==> src/rtl/fpx_pkg.sv <==
package fpx_pkg;

    localparam int EXC_W = 8;

    localparam int XB_UNORD = 7;
    localparam int XB_NANIN = 6;
    localparam int XB_DENIN = 5;
    localparam int XB_OPERR = 4;
    localparam int XB_OVF   = 3;
    localparam int XB_UNF   = 2;
    localparam int XB_DIVZ  = 1;
    localparam int XB_INEX  = 0;

    typedef logic [EXC_W-1:0] exc_t;

    localparam exc_t PRE_MASK  = exc_t'((1 << XB_UNORD) | (1 << XB_NANIN) | (1 << XB_DENIN));
    localparam exc_t POST_MASK = ~PRE_MASK;

    typedef enum logic [2:0] {
        OPC_ARITH   = 3'd0,
        OPC_COND    = 3'd1,
        OPC_CREG    = 3'd2,
        OPC_SAVE    = 3'd3,
        OPC_RESTORE = 3'd4,
        OPC_MREG    = 3'd5
    } opc_e;

    typedef struct packed {
        logic trap;
        logic dst_we;
        logic dst_dflt;
        logic cond_ok;
        exc_t set_bits;
    } verdict_t;

    // Applies the paired-bit rules to a raw arithmetic exception vector.
    function automatic exc_t widen_exc(input exc_t raw);
        exc_t w;
        w = raw;
        w[XB_UNORD] = 1'b0;
        if (raw[XB_NANIN])
            w[XB_DENIN] = 1'b1;
        if (raw[XB_OPERR] | raw[XB_OVF] | raw[XB_UNF] | raw[XB_DIVZ] | raw[XB_DENIN])
            w[XB_INEX] = 1'b1;
        return w;
    endfunction

endpackage

==> src/rtl/fpx_arith_judge.sv <==
module fpx_arith_judge
    import fpx_pkg::*;
(
    input  exc_t     raw,
    input  exc_t     enables,
    output verdict_t verdict
);
    exc_t raised;
    exc_t armed;
    logic post_hit;

    always_comb begin
        raised   = widen_exc(raw);
        armed    = raised & enables;
        post_hit = |(armed & POST_MASK);

        verdict          = '0;
        verdict.set_bits = raised;
        verdict.trap     = |armed;
        verdict.dst_we   = ~post_hit;
        verdict.dst_dflt = ~post_hit & (|raised);
        verdict.cond_ok  = 1'b0;
    end
endmodule

==> src/rtl/fpx_cond_judge.sv <==
module fpx_cond_judge
    import fpx_pkg::*;
(
    input  exc_t     status,
    input  exc_t     enables,
    input  logic     pred_aware,
    input  logic     cc_nan,
    output verdict_t verdict
);
    logic pending;
    logic unord;

    always_comb begin
        pending = |(status & enables);
        unord   = ~pred_aware & cc_nan;
        verdict = '0;
        if (pending) begin
            verdict.trap    = 1'b1;
            verdict.cond_ok = 1'b0;
        end else begin
            verdict.set_bits[XB_UNORD] = unord;
            verdict.trap               = unord & enables[XB_UNORD];
            verdict.cond_ok            = ~(unord & enables[XB_UNORD]);
        end
        verdict.dst_we   = 1'b0;
        verdict.dst_dflt = 1'b0;
    end
endmodule

==> src/rtl/fpx_state_regs.sv <==
module fpx_state_regs
    import fpx_pkg::*;
#(
    parameter int ADDR_W = 32
) (
    input  logic              clk,
    input  logic              rst,
    input  logic              ctrl_wr,
    input  exc_t              ctrl_wdata,
    input  logic              stat_wr,
    input  exc_t              stat_wdata,
    input  logic              fiar_wr,
    input  logic [ADDR_W-1:0] fiar_wdata,
    input  logic              save_clr,
    input  logic              rest_ld,
    input  exc_t              rest_val,
    input  exc_t              set_bits,
    input  logic              trap,
    input  logic [ADDR_W-1:0] op_addr,
    output exc_t              ctrl_q,
    output exc_t              stat_q,
    output logic [ADDR_W-1:0] fiar_q
);
    exc_t              ctrl_n;
    exc_t              stat_n;
    logic [ADDR_W-1:0] fiar_n;

    always_comb begin
        if (save_clr)     ctrl_n = '0;
        else if (ctrl_wr) ctrl_n = ctrl_wdata;
        else              ctrl_n = ctrl_q;

        if (rest_ld)      stat_n = rest_val;
        else              stat_n = (stat_wr ? stat_wdata : stat_q) | set_bits;

        if (trap)         fiar_n = op_addr;
        else if (fiar_wr) fiar_n = fiar_wdata;
        else              fiar_n = fiar_q;
    end

    always_ff @(posedge clk) begin
        if (rst) begin
            ctrl_q <= '0;
            stat_q <= '0;
            fiar_q <= '0;
        end else begin
            ctrl_q <= ctrl_n;
            stat_q <= stat_n;
            fiar_q <= fiar_n;
        end
    end

    assert_save_clears_R9: assert property (@(posedge clk) disable iff (rst)
        save_clr |=> (ctrl_q == '0));

    assert_sticky_status_R12: assert property (@(posedge clk) disable iff (rst)
        (!stat_wr && !rest_ld) |=> ((stat_q & $past(stat_q)) == $past(stat_q)));

    assert_fiar_capture_R11: assert property (@(posedge clk) disable iff (rst)
        trap |=> (fiar_q == $past(op_addr)));

    assert_fiar_hold_R11: assert property (@(posedge clk) disable iff (rst)
        (!trap && !fiar_wr) |=> $stable(fiar_q));
endmodule

==> src/rtl/fpx_trap_ctrl.sv <==
module fpx_trap_ctrl
    import fpx_pkg::*;
#(
    parameter int ADDR_W = 32
) (
    input  logic              clk,
    input  logic              rst,
    input  logic              op_valid,
    input  logic [2:0]        op_class,
    input  logic [ADDR_W-1:0] op_addr,
    input  logic [7:0]        raw_exc,
    input  logic              pred_aware,
    input  logic              cc_nan,
    input  logic              ctrl_wr,
    input  logic [7:0]        ctrl_wdata,
    input  logic              stat_wr,
    input  logic [7:0]        stat_wdata,
    input  logic              fiar_wr,
    input  logic [ADDR_W-1:0] fiar_wdata,
    output logic              trap_req,
    output logic              dst_we,
    output logic              dst_dflt,
    output logic              cond_ok,
    output logic [7:0]        ctrl_q,
    output logic [7:0]        stat_q,
    output logic [ADDR_W-1:0] fiar_q
);
    opc_e     cls;
    verdict_t arith_v;
    verdict_t cond_v;
    verdict_t sel_v;
    logic     save_clr;
    logic     rest_ld;

    assign cls = opc_e'(op_class);

    fpx_arith_judge u_arith (
        .raw     (raw_exc),
        .enables (ctrl_q),
        .verdict (arith_v)
    );

    fpx_cond_judge u_cond (
        .status     (stat_q),
        .enables    (ctrl_q),
        .pred_aware (pred_aware),
        .cc_nan     (cc_nan),
        .verdict    (cond_v)
    );

    always_comb begin
        sel_v    = '0;
        save_clr = 1'b0;
        rest_ld  = 1'b0;
        if (op_valid) begin
            case (cls)
                OPC_ARITH:   sel_v = arith_v;
                OPC_COND:    sel_v = cond_v;
                OPC_SAVE:    save_clr = 1'b1;
                OPC_RESTORE: begin
                    rest_ld    = 1'b1;
                    sel_v.trap = |(raw_exc & ctrl_q);
                end
                default:     sel_v = '0;
            endcase
        end
    end

    fpx_state_regs #(.ADDR_W(ADDR_W)) u_regs (
        .clk        (clk),
        .rst        (rst),
        .ctrl_wr    (ctrl_wr),
        .ctrl_wdata (ctrl_wdata),
        .stat_wr    (stat_wr),
        .stat_wdata (stat_wdata),
        .fiar_wr    (fiar_wr),
        .fiar_wdata (fiar_wdata),
        .save_clr   (save_clr),
        .rest_ld    (rest_ld),
        .rest_val   (raw_exc),
        .set_bits   (sel_v.set_bits),
        .trap       (sel_v.trap),
        .op_addr    (op_addr),
        .ctrl_q     (ctrl_q),
        .stat_q     (stat_q),
        .fiar_q     (fiar_q)
    );

    always_ff @(posedge clk) begin
        if (rst) begin
            trap_req <= 1'b0;
            dst_we   <= 1'b0;
            dst_dflt <= 1'b0;
            cond_ok  <= 1'b0;
        end else begin
            trap_req <= sel_v.trap;
            dst_we   <= sel_v.dst_we;
            dst_dflt <= sel_v.dst_dflt;
            cond_ok  <= sel_v.cond_ok;
        end
    end

    assert_post_blocks_write_R5: assert property (@(posedge clk) disable iff (rst)
        (op_valid && cls == OPC_ARITH && |(widen_exc(raw_exc) & ctrl_q & POST_MASK))
        |=> (trap_req && !dst_we));

    assert_disabled_writes_R3: assert property (@(posedge clk) disable iff (rst)
        (op_valid && cls == OPC_ARITH && !(|(widen_exc(raw_exc) & ctrl_q)))
        |=> (dst_we && !trap_req));

    assert_trap_write_default_R4: assert property (@(posedge clk) disable iff (rst)
        (trap_req && dst_we) |-> dst_dflt);

    assert_cond_no_dest_R6: assert property (@(posedge clk) disable iff (rst)
        (op_valid && cls == OPC_COND) |=> !dst_we);

    assert_moves_quiet_R8: assert property (@(posedge clk) disable iff (rst)
        (op_valid && (cls == OPC_CREG || cls == OPC_MREG)) |=> (!trap_req && !dst_we));

    assert_class_legal: assert property (@(posedge clk) disable iff (rst)
        op_valid |-> (op_class <= 3'd5));
endmodule

==> config.mk <==
export PLATFORM = sky130hd
export DESIGN_NAME = fpx_trap_ctrl
export DESIGN_NICKNAME = d
export VERILOG_FILES = /design/src/rtl/fpx_pkg.sv /design/src/rtl/fpx_arith_judge.sv /design/src/rtl/fpx_cond_judge.sv /design/src/rtl/fpx_state_regs.sv /design/src/rtl/fpx_trap_ctrl.sv
export SDC_FILE = /design/constraint.sdc
export NUM_CORES = 1
export LEC_CHECK = 0
export BUFFER_PORTS_ARGS = -buffer_cell sky130_fd_sc_hd__buf_4
export CAP_MARGIN = 20
export CORE_ASPECT_RATIO = 1.4
export CORE_MARGIN = 1.5
export CORE_UTILIZATION = 47
export DETAILED_ROUTE_END_ITERATION = 10
export MAX_ROUTING_LAYER = met4
export PLACE_DENSITY = 0.95
export SETUP_SLACK_MARGIN = 0.05
export SYNTH_ARGS = -nofsm -noshare
export SYNTH_HDL_FRONTEND = slang
export SYNTH_SLANG_ARGS = --single-unit
==> constraint.sdc <==
create_clock -name clk -period 3.1 [get_ports clk]
set_clock_uncertainty 0.1 [all_clocks]
set_input_delay 0.465 -clock clk [delete_from_list [all_inputs] [get_ports clk]]
set_output_delay 0.465 -clock clk [all_outputs]
set_load 0.01 [all_outputs]
==> results of run 1 <==
-- sequential cells by signal, indices dropped and copies added (netlist names) --
name and cells:
u_regs.fiar_q 32, u_regs.ctrl_q 8, u_regs.stat_q 8, cond_ok 1, dst_dflt 1, dst_we 1, trap_req 1
-- area by class of cell --
type                            count  area [um2]  share of cell area (%)
Timing Repair Buffer              155        1160                    30.2
Clock inverter                      1        8.76                   0.227
Clock buffer                        6        82.6                    2.14
Inverter                            1        3.75                  0.0974
Tap cell                           68        85.1                    2.21
Sequential cell                    52        1040                    27.0
Multi-Input combinational cell    172        1470                    38.1
-- worst max-delay path: stages (launching register included) --
cell and delay, ps:
dfxtp_1 370, a222oi_1 460, a31o_4 450, and3_2 260, buf_4 280, a211oi_2 110
-- layout by cell type (no fill, tap or decap), types with 2 or more instances in the layout --
master and instances:
buf_4 155, dfxtp_1 52, mux2i_1 42, a31oi_1 32, a211oi_2 30, nor2_1 19, a22oi_1 11, clkbuf_8 6
mux2_2 5, a211oi_1 4, o21ai_0 3, a222oi_1 2, nor4_1 2, nor2b_1 2
-- per-layer routing --
layer / share of wire, % / vias to the layer above / global-route usage, %
met4: 2.6 / 0 / 8.50
met2: 54 / 144 / 45.1
met1: 36 / 1261 / 27.2
met5: 0 / - / -
li1: - / 1244 / -
met3: 7.6 / 21 / 4.71
-- per-stage QoR --
stage                     setup WS, ps  util [%]  total power [mW]  cell area (um2)
after floorplan                   1120         -             0.962             2630
after global placement             743      69.1              1.16             3760
after detailed placement           687      69.1              1.17             3760
after CTS                          923      70.8              1.56             3850
after global routing               701      70.8              1.62             3850
final                              905      70.8              1.55             3850
-- report_power, final --
part / switching, mW / internal, mW
Combinational: 0.175 / 0.227
Sequential: 0.0369 / 0.720
Clock: 0.215 / 0.178
-- logic make-up after synthesis --
kind of cell	share of synthesized area (%)
AOI/OAI and AO/OA	30.6
buffers and inverters	4.85
DFF	39.5
muxes	18.1
and+or+nand+nor	6.94
-- how the worst max path moves through the flow --
stage	cells past startpoint	start	slack, ps	to
3_5_place_dp	6	raw_exc[3]	690	u_regs.fiar_q[31]
5_1_grt	7	u_regs.ctrl_q[3]	700	u_regs.fiar_q[0]
3_3_place_gp	6	raw_exc[3]	740	u_regs.fiar_q[17]
6_report	5	u_regs.ctrl_q[3]	910	u_regs.fiar_q[18]
4_1_cts	5	u_regs.ctrl_q[3]	920	u_regs.fiar_q[18]
2_1_floorplan	7	raw_exc[3]	1120	u_regs.fiar_q[10]
==> impl_results.md, run 1 <==
* Slew HR at 58.0%
* Fin crit share at 70.8%
* Yosys reg bits at 52
* Die area at 6070 um2
* Post-cts resize count at 0
* Leakage at between 1.5 and 2 nW
* Filler Cells Inserted at 444
* Tot GR Track Use at 25.2%
* Flop2flop setup slack at 910 ps
* Commonest cells post-synth: dfxtp_1, mux2i_1, a31oi_1
* # hold bufs at CTS at 0
* CTS tree: done
* Later-pin clock latency in the skew report at 300 ps
* Height of the die at 91.6 um
* R2r startpoint: u_regs.ctrl_q[3]
* Vias at 2670
* Share of cells above drive strength 1 at 52.7%
* Hold Vio Cnt, Final at 0
* Total gr overflow at 0
* Worst Path Arrival at 2260 ps
* Final hold slack at 296 ps
* Most area-hungry cell type in the Yosys netlist: dfxtp_1
* Area growth, synth to finish at 46.4%
* RSZ-0062 raised after global routing: no
* Postcts setup bufs at 0
* Status: completed
* Top cells by area, synth: dfxtp_1, mux2i_1, a211oi_2
* Routed Antenna Nets at 0
* Clk root buf: clkbuf_8
* Worst-margin pin slew at roughly 630 ps
* Synth top area share at 39.5%
* FFs w/ async S/R, synth at 0%
* Min-Delay Path Depth at 3
* GP Congestion at 0.942
* Max Cap Violations at 0
* Worst Hold Class: in -> reg
* Placed cells at 448
* DR pass1 iterations at 4
* Critical path launch point type: flip-flop
* Hold endpoint: u_regs.ctrl_q[2]
* Worst-path maximum fanout at 33
* Syn nets at roughly 350
* Yosys cell types at 37
* Syn avg cell area at 10.6 um2
* I/O Buffers at 150
* Clock transition at path regs at approximately 100 ps
* Vias per inst at 5.87
* Clock Sinks at 52
* Max clock buf depth at 2
* Final Slew Violations at 0
* Initial core utilization at 48.3%
* Fmax at 456 MHz
* Sequential area share after synthesis at between 30% and 40%
* Mapped cell area at 2630 um2
* DR iter-0 viols at 135
* I/O pin total at 151
* Nets at 486
* Diode count at 0
* Routed wire length at ~7.7 mm
* Core Rows at 32
* Vias in the first global route at 2600
* Cts bufs inserted at 5
* Reg2Reg Depth at 5
* Number of synthesized flops with an enable pin at 0
* CTS H-tree depth at 2
* Setup TNS at 0 ps
* Final setup violation count at 0
* Minimum clock period at approximately 2200 ps
* Pwr Density at 403 nW/um2
* DP Wirelength at between 5 and 6 mm
* Fin cells at 455
* Cell count after synthesis at 249
* Drc violations at 0
* Core footprint at between 5000 and 6000 um2
* Wire length per cell at ~17 um
* Largest net degree at the start of global routing at 45
* Initial antenna violation count at 0
* Crit path capture type: flip-flop
* Worst IR Drop VDD at approximately 310 uV
* Prevailing post-synth register cell: dfxtp_1
* Reg2reg end: u_regs.fiar_q[18]
* Die width at roughly 66 um
* Min-delay src: ctrl_wdata[2]
* Global-route wire length before repair at 11.8 mm
* Count leader, synth: dfxtp_1
* Synth Warn # at 0
* Crit path kind: reg -> reg
* Worst EP required at 3160 ps
No activity file was read; power rests on OpenSTA's default activity.
==> inputs of run 2 (changes only) <==
- CORE_UTILIZATION: 47 -> 40
- PLACE_DENSITY: 0.95 -> 0.89
- clock period: 3.1 -> 2 ns (I/O delays scaled with it)
==> run 2 against run 1 <==
Effect of this change: the flow now finishes with violations (DRC); critical path depth increased by 1; register-to-register slack got worse by 870 ps; count of clock-buffer cells in the layout unchanged; combinational power increased by 59%; setup slack got worse by 870 ps; utilization decreased by 7.7 points; clock power increased by 57%; critical endpoint is now u_regs.fiar_q[30].
==> impl_results.md, run 2 (same netlist as run 1, synthesis figures left out) <==
* Leakage at 1.82 nW
* Clk root buf: clkbuf_8
* Diode count at 0
* Sw frac at between 20% and 30%
* Commonest cells after routing, fill and taps aside: buf_4, dfxtp_1, mux2i_1
* Filler Cells Inserted at 502
* Violated checks: DRC
* Share of cells above drive strength 1 at 53.9%
* Worst Path Arrival at 2040 ps
* Status: complete, but fails checks
* Die width at 71.6 um
* Die area at between 7000 and 8000 um2
* Drc violations at 7
* Logic gate share of total power at 26.4%
* Core Rows at 34
* Crit path kind: reg -> reg
* DR iter-0 viols at 121
* Area growth, synth to finish at 50.8%
* Worst-margin pin slew at 523 ps
* Fin crit share at a little over nine tenths
* Minimum clock period at 1960 ps
* Total power at 2.43 mW
* Nets at 493
* Routed wire length at 7.62 mm
* Max clock buf depth at 2
* Clock transition at path regs at ~90 ps
* DR pass1 iterations at 7
* Largest net degree at the start of global routing at 33
* Vias in the first global route at ~2600
* Vias at roughly 2700
* Worst-path maximum fanout at 16
* Slew HR at about two thirds
* Initial antenna violation count at 0
* Clock Sinks at 52
* Worst EP required at 2070 ps
* Critical path launch point type: flip-flop
* Final setup violation count at 0
* Post-layout util at between 60% and 70%
* GP Congestion at 0.868
* Seq pwr share at between 40% and 50%
* CTS tree: done
* Initial core utilization at 41.8%
* DP Wirelength at between 5 and 6 mm
* Crit path capture type: flip-flop
* Total gr overflow at 0
* Clk network pwr share at 25.4%
* Biggest regs: u_regs.fiar_q x32, u_regs.ctrl_q x8, u_regs.stat_q x8
* Hold Vio Cnt, Final at 0
* Cell Int Power at 1.76 mW
* Routed Antenna Nets at 0
* Later-pin clock latency in the skew report at 300 ps
* Tot GR Track Use at a little over a fifth
* Worst Hold Class: in -> reg
* Max FFs per register at 32
* Most common cell after layout, fill and taps aside: buf_4
* Height of the die at 99.0 um
* I/O pin total at 151
* Fmax at 509 MHz
* Max Cap Violations at 0
* Cts bufs inserted at 5
* Wire length per cell at 16.3 um
* RSZ-0062 raised after global routing: yes
* Core footprint at 6300 um2
* I/O Buffers at 150
* CTS H-tree depth at 2
* Worst IR Drop VDD at 553 uV
* NetSw at approximately 0.67 mW
* Final Slew Violations at 0
* Global-route wire length before repair at 12.0 mm
* Pwr Density at 612 nW/um2
* # hold bufs at CTS at 0
* Largest register by flop count: u_regs.fiar_q
* Vias per inst at 5.70
## run 2: changes by cell type in the layout (fill, tap and decap cells not counted), sizes merged
| cell | change |
|---|---|
| clkinv | +1 |
| buf | +7 |
## run 2: cell type report
| type | count | area [um2] | share of cell area [%] |
|---|---|---|---|
| multi-input cells | 172 | 1480 | 37.3 |
| repair buffers | 162 | 1260 | 31.8 |
| flip-flops and latches | 52 | 1040 | 26.3 |
| well taps | 72 | 90.1 | 2.27 |
| clock buffers | 6 | 82.6 | 2.08 |
| clock inverters | 2 | 10.0 | 0.252 |
| inverters | 1 | 3.75 | 0.0945 |
## run 2: path summary, 6_finish.rpt
path	slack [ps]	cells after the start	startpoint	end
worst max-delay path	40	6	u_regs.ctrl_q[3]	u_regs.fiar_q[30]
worst min-delay path	140	3	ctrl_wdata[6]	u_regs.ctrl_q[6]
worst max register to register	40	6	u_regs.ctrl_q[3]	u_regs.fiar_q[30]
worst min register to register	460	2	u_regs.ctrl_q[3]	u_regs.ctrl_q[3]
## run 2: routing by layer
metal  part of all wire (%)  up-vias  global-route usage, %  routed length [um]
met5                      0        -                      -                   0
met4                    2.5        0                   7.98                 191
met3                    7.7       20                   4.91                 584
met2                     53      130                   37.7                4080
met1                     36     1245                   23.6                2770
li1                       -     1266                      -                   -
## run 2: power groups by stage
| stage | Clock, mW | Sequential, mW | Combinational, mW |
|---|---|---|---|
| 2_1_floorplan | 0 | 1.22 | 0.269 |
| 3_3_place_gp | 0 | 1.19 | 0.622 |
| 3_5_place_dp | 0 | 1.19 | 0.638 |
| 4_1_cts | 0.634 | 1.17 | 0.639 |
| 5_1_grt | 0.673 | 1.18 | 0.686 |
| 6_report | 0.618 | 1.17 | 0.641 |
## run 2: worst max-delay path: stages, from the launching register on
cell and delay [ps]:
dfxtp_2 350, a222oi_1 430, nand3_1 200, o21ai_4 260
and3_4 250, buf_12 160, a211oi_1 80
## run 2: metrics by stage
step / hold WS (ps) / TNS [ps] / instance area (um2) / instances / worst slack [ps]
2_1_floorplan: 332 / 0 / 2630 / 249 / 136
6_report: 135 / 0 / 3970 / 467 / 36.1
4_1_cts: 127 / 0 / 3940 / 466 / 60.7
5_1_grt: 147 / -2730 / 3970 / 467 / -102
3_3_place_gp: 431 / 0 / 3850 / 458 / 69.1
3_5_place_dp: 443 / 0 / 3850 / 458 / 18.0
## run 2: repair_timing
item | CTS | global route
setup buffers | 0 | 1
endpoints found under the setup margin | 0 | 33
gates resized for setup | 0 | 5
==> inputs of run 3 (changes only) <==
- ABC_AREA: not set -> 1
- CORE_UTILIZATION: 40 -> 42
- REMOVE_ABC_BUFFERS: not set -> 1
==> run 3 against run 2 <==
Effect of this change: the flow now finishes without violations; first-iteration DRC count fell by 15%; area after synthesis rose by 16%; final cell count rose by 45%; largest power group unchanged.
==> impl_results.md, run 3 <==
* Status: completed
* Max clock buf depth at 2
* Cell count after synthesis at approximately 450
* Sequence of cells on the critical path: nand2_1 > nand2_1 > nor2_4 > nand3_1 > nand2_1 > nand3_4 > nand2_2 > buf_12 > nand2_1 > nand2_1 > a21oi_2
* Die area at a little under 8000 um2
* Cts bufs inserted at 5
* Vias at 3389
* Worst Hold Class: in -> reg
* Min-delay src: op_class[0]
* Clock transition at path regs at 90 ps
* Placed Area at about 4200 um2
* Top cells by area, synth: dfxtp_1, nand2_1, nand3_2
* Design area at roughly 4300 um2
* Worst EP required at 2080 ps
* Min-Delay Path Depth at 2
* Synth Warn # at 0
* # hold bufs at CTS at 0
* Yosys cell types at 26
* R2r startpoint: u_regs.ctrl_q[5]
* Height of the die at 104 um
* Slowest cell on crit path: dfxtp_1
* Biggest regs: u_regs.fiar_q x32, u_regs.ctrl_q x8, u_regs.stat_q x8
* Largest register by flop count: u_regs.fiar_q
* Total gr overflow at 0
* Mapped cell area at 3050 um2
* Minimum clock period at 1810 ps
* Crit path kind: reg -> reg
* Crit path capture type: flip-flop
* FFs w/ async S/R, synth at 0%
* Routed Antenna Nets at 0
* Count leader, synth: nand2_1
* Initial core utilization at 43.6%
* Prevailing post-synth register cell: dfxtp_1
* Post-cts resize count at 0
* Clk root buf: clkbuf_8
* Vias per inst at 4.99
* Core Rows at 36
* Drc violations at 0
* Largest net degree at the start of global routing at 34
* Pwr Density at 578 nW/um2
* RSZ-0062 raised after global routing: no
* Syn avg cell area at just under 7 um2
* Setup WS post-layout at 194 ps
* Diode count at 0
* Leakage at 2.19 nW
* Area growth, synth to finish at 41.2%
* Wire length per cell at 12.9 um
* Hold endpoint: dst_we
* Final setup violation count at 0
* Commonest cells after routing, fill and taps aside: nand2_1, buf_4, dfxtp_1
* Final hold slack at 98.7 ps
* Critical Path Source: u_regs.ctrl_q[5]
* Fmax at 554 MHz
* DR iter-0 viols at 103
* CTS tree: done
* Worst-path maximum fanout at 33
* Max FFs per register at 32
* Vias in the first global route at about 3200
* Sequential area share after synthesis at 34.2%
* DP Wirelength at 6.65 mm
* Critical path's largest stage delay at 380 ps
* Most frequent cell on the critical path: nand2_1
* CTS H-tree depth at 2
* Critical path launch point type: flip-flop
* Worst IR Drop VDD at 318 uV
* Initial antenna violation count at 0
* Final Slew Violations at 0
* Tot GR Track Use at 23.1%
* Reg2Reg Depth at 11
* Core footprint at 6980 um2
* Hold Vio Cnt, Final at 0
* Post-place setup slack at 156 ps
* Routed wire length at 8.75 mm
* Global-route wire length before repair at 14.0 mm
* Nets at slightly below 700
* Worst Path Arrival at between 1500 and 2000 ps
* Yosys reg bits at 52
* Postcts setup bufs at 0
* Slew HR at 58.0%
* Share of cells above drive strength 1 at 38.4%
* Synth top area share at 34.2%
* Flop2flop setup slack at 190 ps
* Most area-hungry cell type in the Yosys netlist: dfxtp_1
* Commonest cells post-synth: nand2_1, dfxtp_1, nand3_1
* Max Cap Violations at 0
* Later-pin clock latency in the skew report at 300 ps
* DR pass1 iterations at 4
* I/O Buffers at 150
* Worst-margin pin slew at 626 ps
* Clock Sinks at 52
* GP Congestion at 0.976
* Most common cell after layout, fill and taps aside: nand2_1
* Number of synthesized flops with an enable pin at 0
* I/O pin total at 151
* Fin crit share at 90.3%
* Die width at approximately 75 um
* Reg2reg end: u_regs.fiar_q[7]
-- run 3: worst max path at each step --
| stage | end | depth (start not counted) | slack [ps] |
|---|---|---|---|
| global placement | u_regs.fiar_q[7] | 12 | 210 |
| finish | u_regs.fiar_q[7] | 11 | 190 |
| floorplan | u_regs.fiar_q[0] | 9 | -370 |
| global route | u_regs.fiar_q[29] | 11 | 50 |
| CTS | u_regs.fiar_q[7] | 11 | 140 |
| detailed placement | u_regs.fiar_q[7] | 11 | 160 |
-- run 3: final cells by class --
cell class | instances | area [um2]
Clock inverter | 1 | 7.51
Multi-Input combinational cell | 325 | 1670
Sequential cell | 52 | 1040
Inverter | 43 | 161
Fill cell | 635 | 2680
Clock buffer | 7 | 86.3
Timing Repair Buffer | 156 | 1210
Tap cell | 95 | 119
-- run 3: stage by stage --
step	std cells	util (%)	power (mW)	TNS (ps)
floorplan	420	-	1.49	-11790
global placement	671	60.0	1.87	0
detailed placement	671	60.0	1.89	0
CTS	679	61.4	2.50	0
global route	679	61.6	2.61	0
finish	679	61.6	2.49	0
-- run 3: kinds of logic (layout without fill, tap and decap cells) --
| family | Yosys count | after routing | share of synthesized area, % |
|---|---|---|---|
| AOI/OAI and AO/OA | 55 | 55 | 12.2 |
| DFF | 52 | 52 | 34.2 |
| and+or+nand+nor | 270 | 270 | 42.3 |
| buffers and inverters | 71 | 207 | 11.3 |
-- run 3: routing by layer --
metal	up-vias	track usage (%)	share of wire, %
met5	-	-	0
met4	0	7.79	2.0
met3	15	3.31	6.8
met2	140	39.6	52
met1	1546	26.7	39
li1	1688	-	-
-- run 3: power by group --
part / switching (mW) / internal [mW]
clock network: 0.339 / 0.282
registers: 0.0607 / 1.11
logic: 0.352 / 0.343
total: 0.751 / 1.74
-- run 3: critical path, delay by kind of cell, from the launching register on --
kind / cells / cell delay [ps]
compound gates: 1 / 50
buf+inv: 1 / 210
flops: 1 / 380
simple gates: 9 / 930
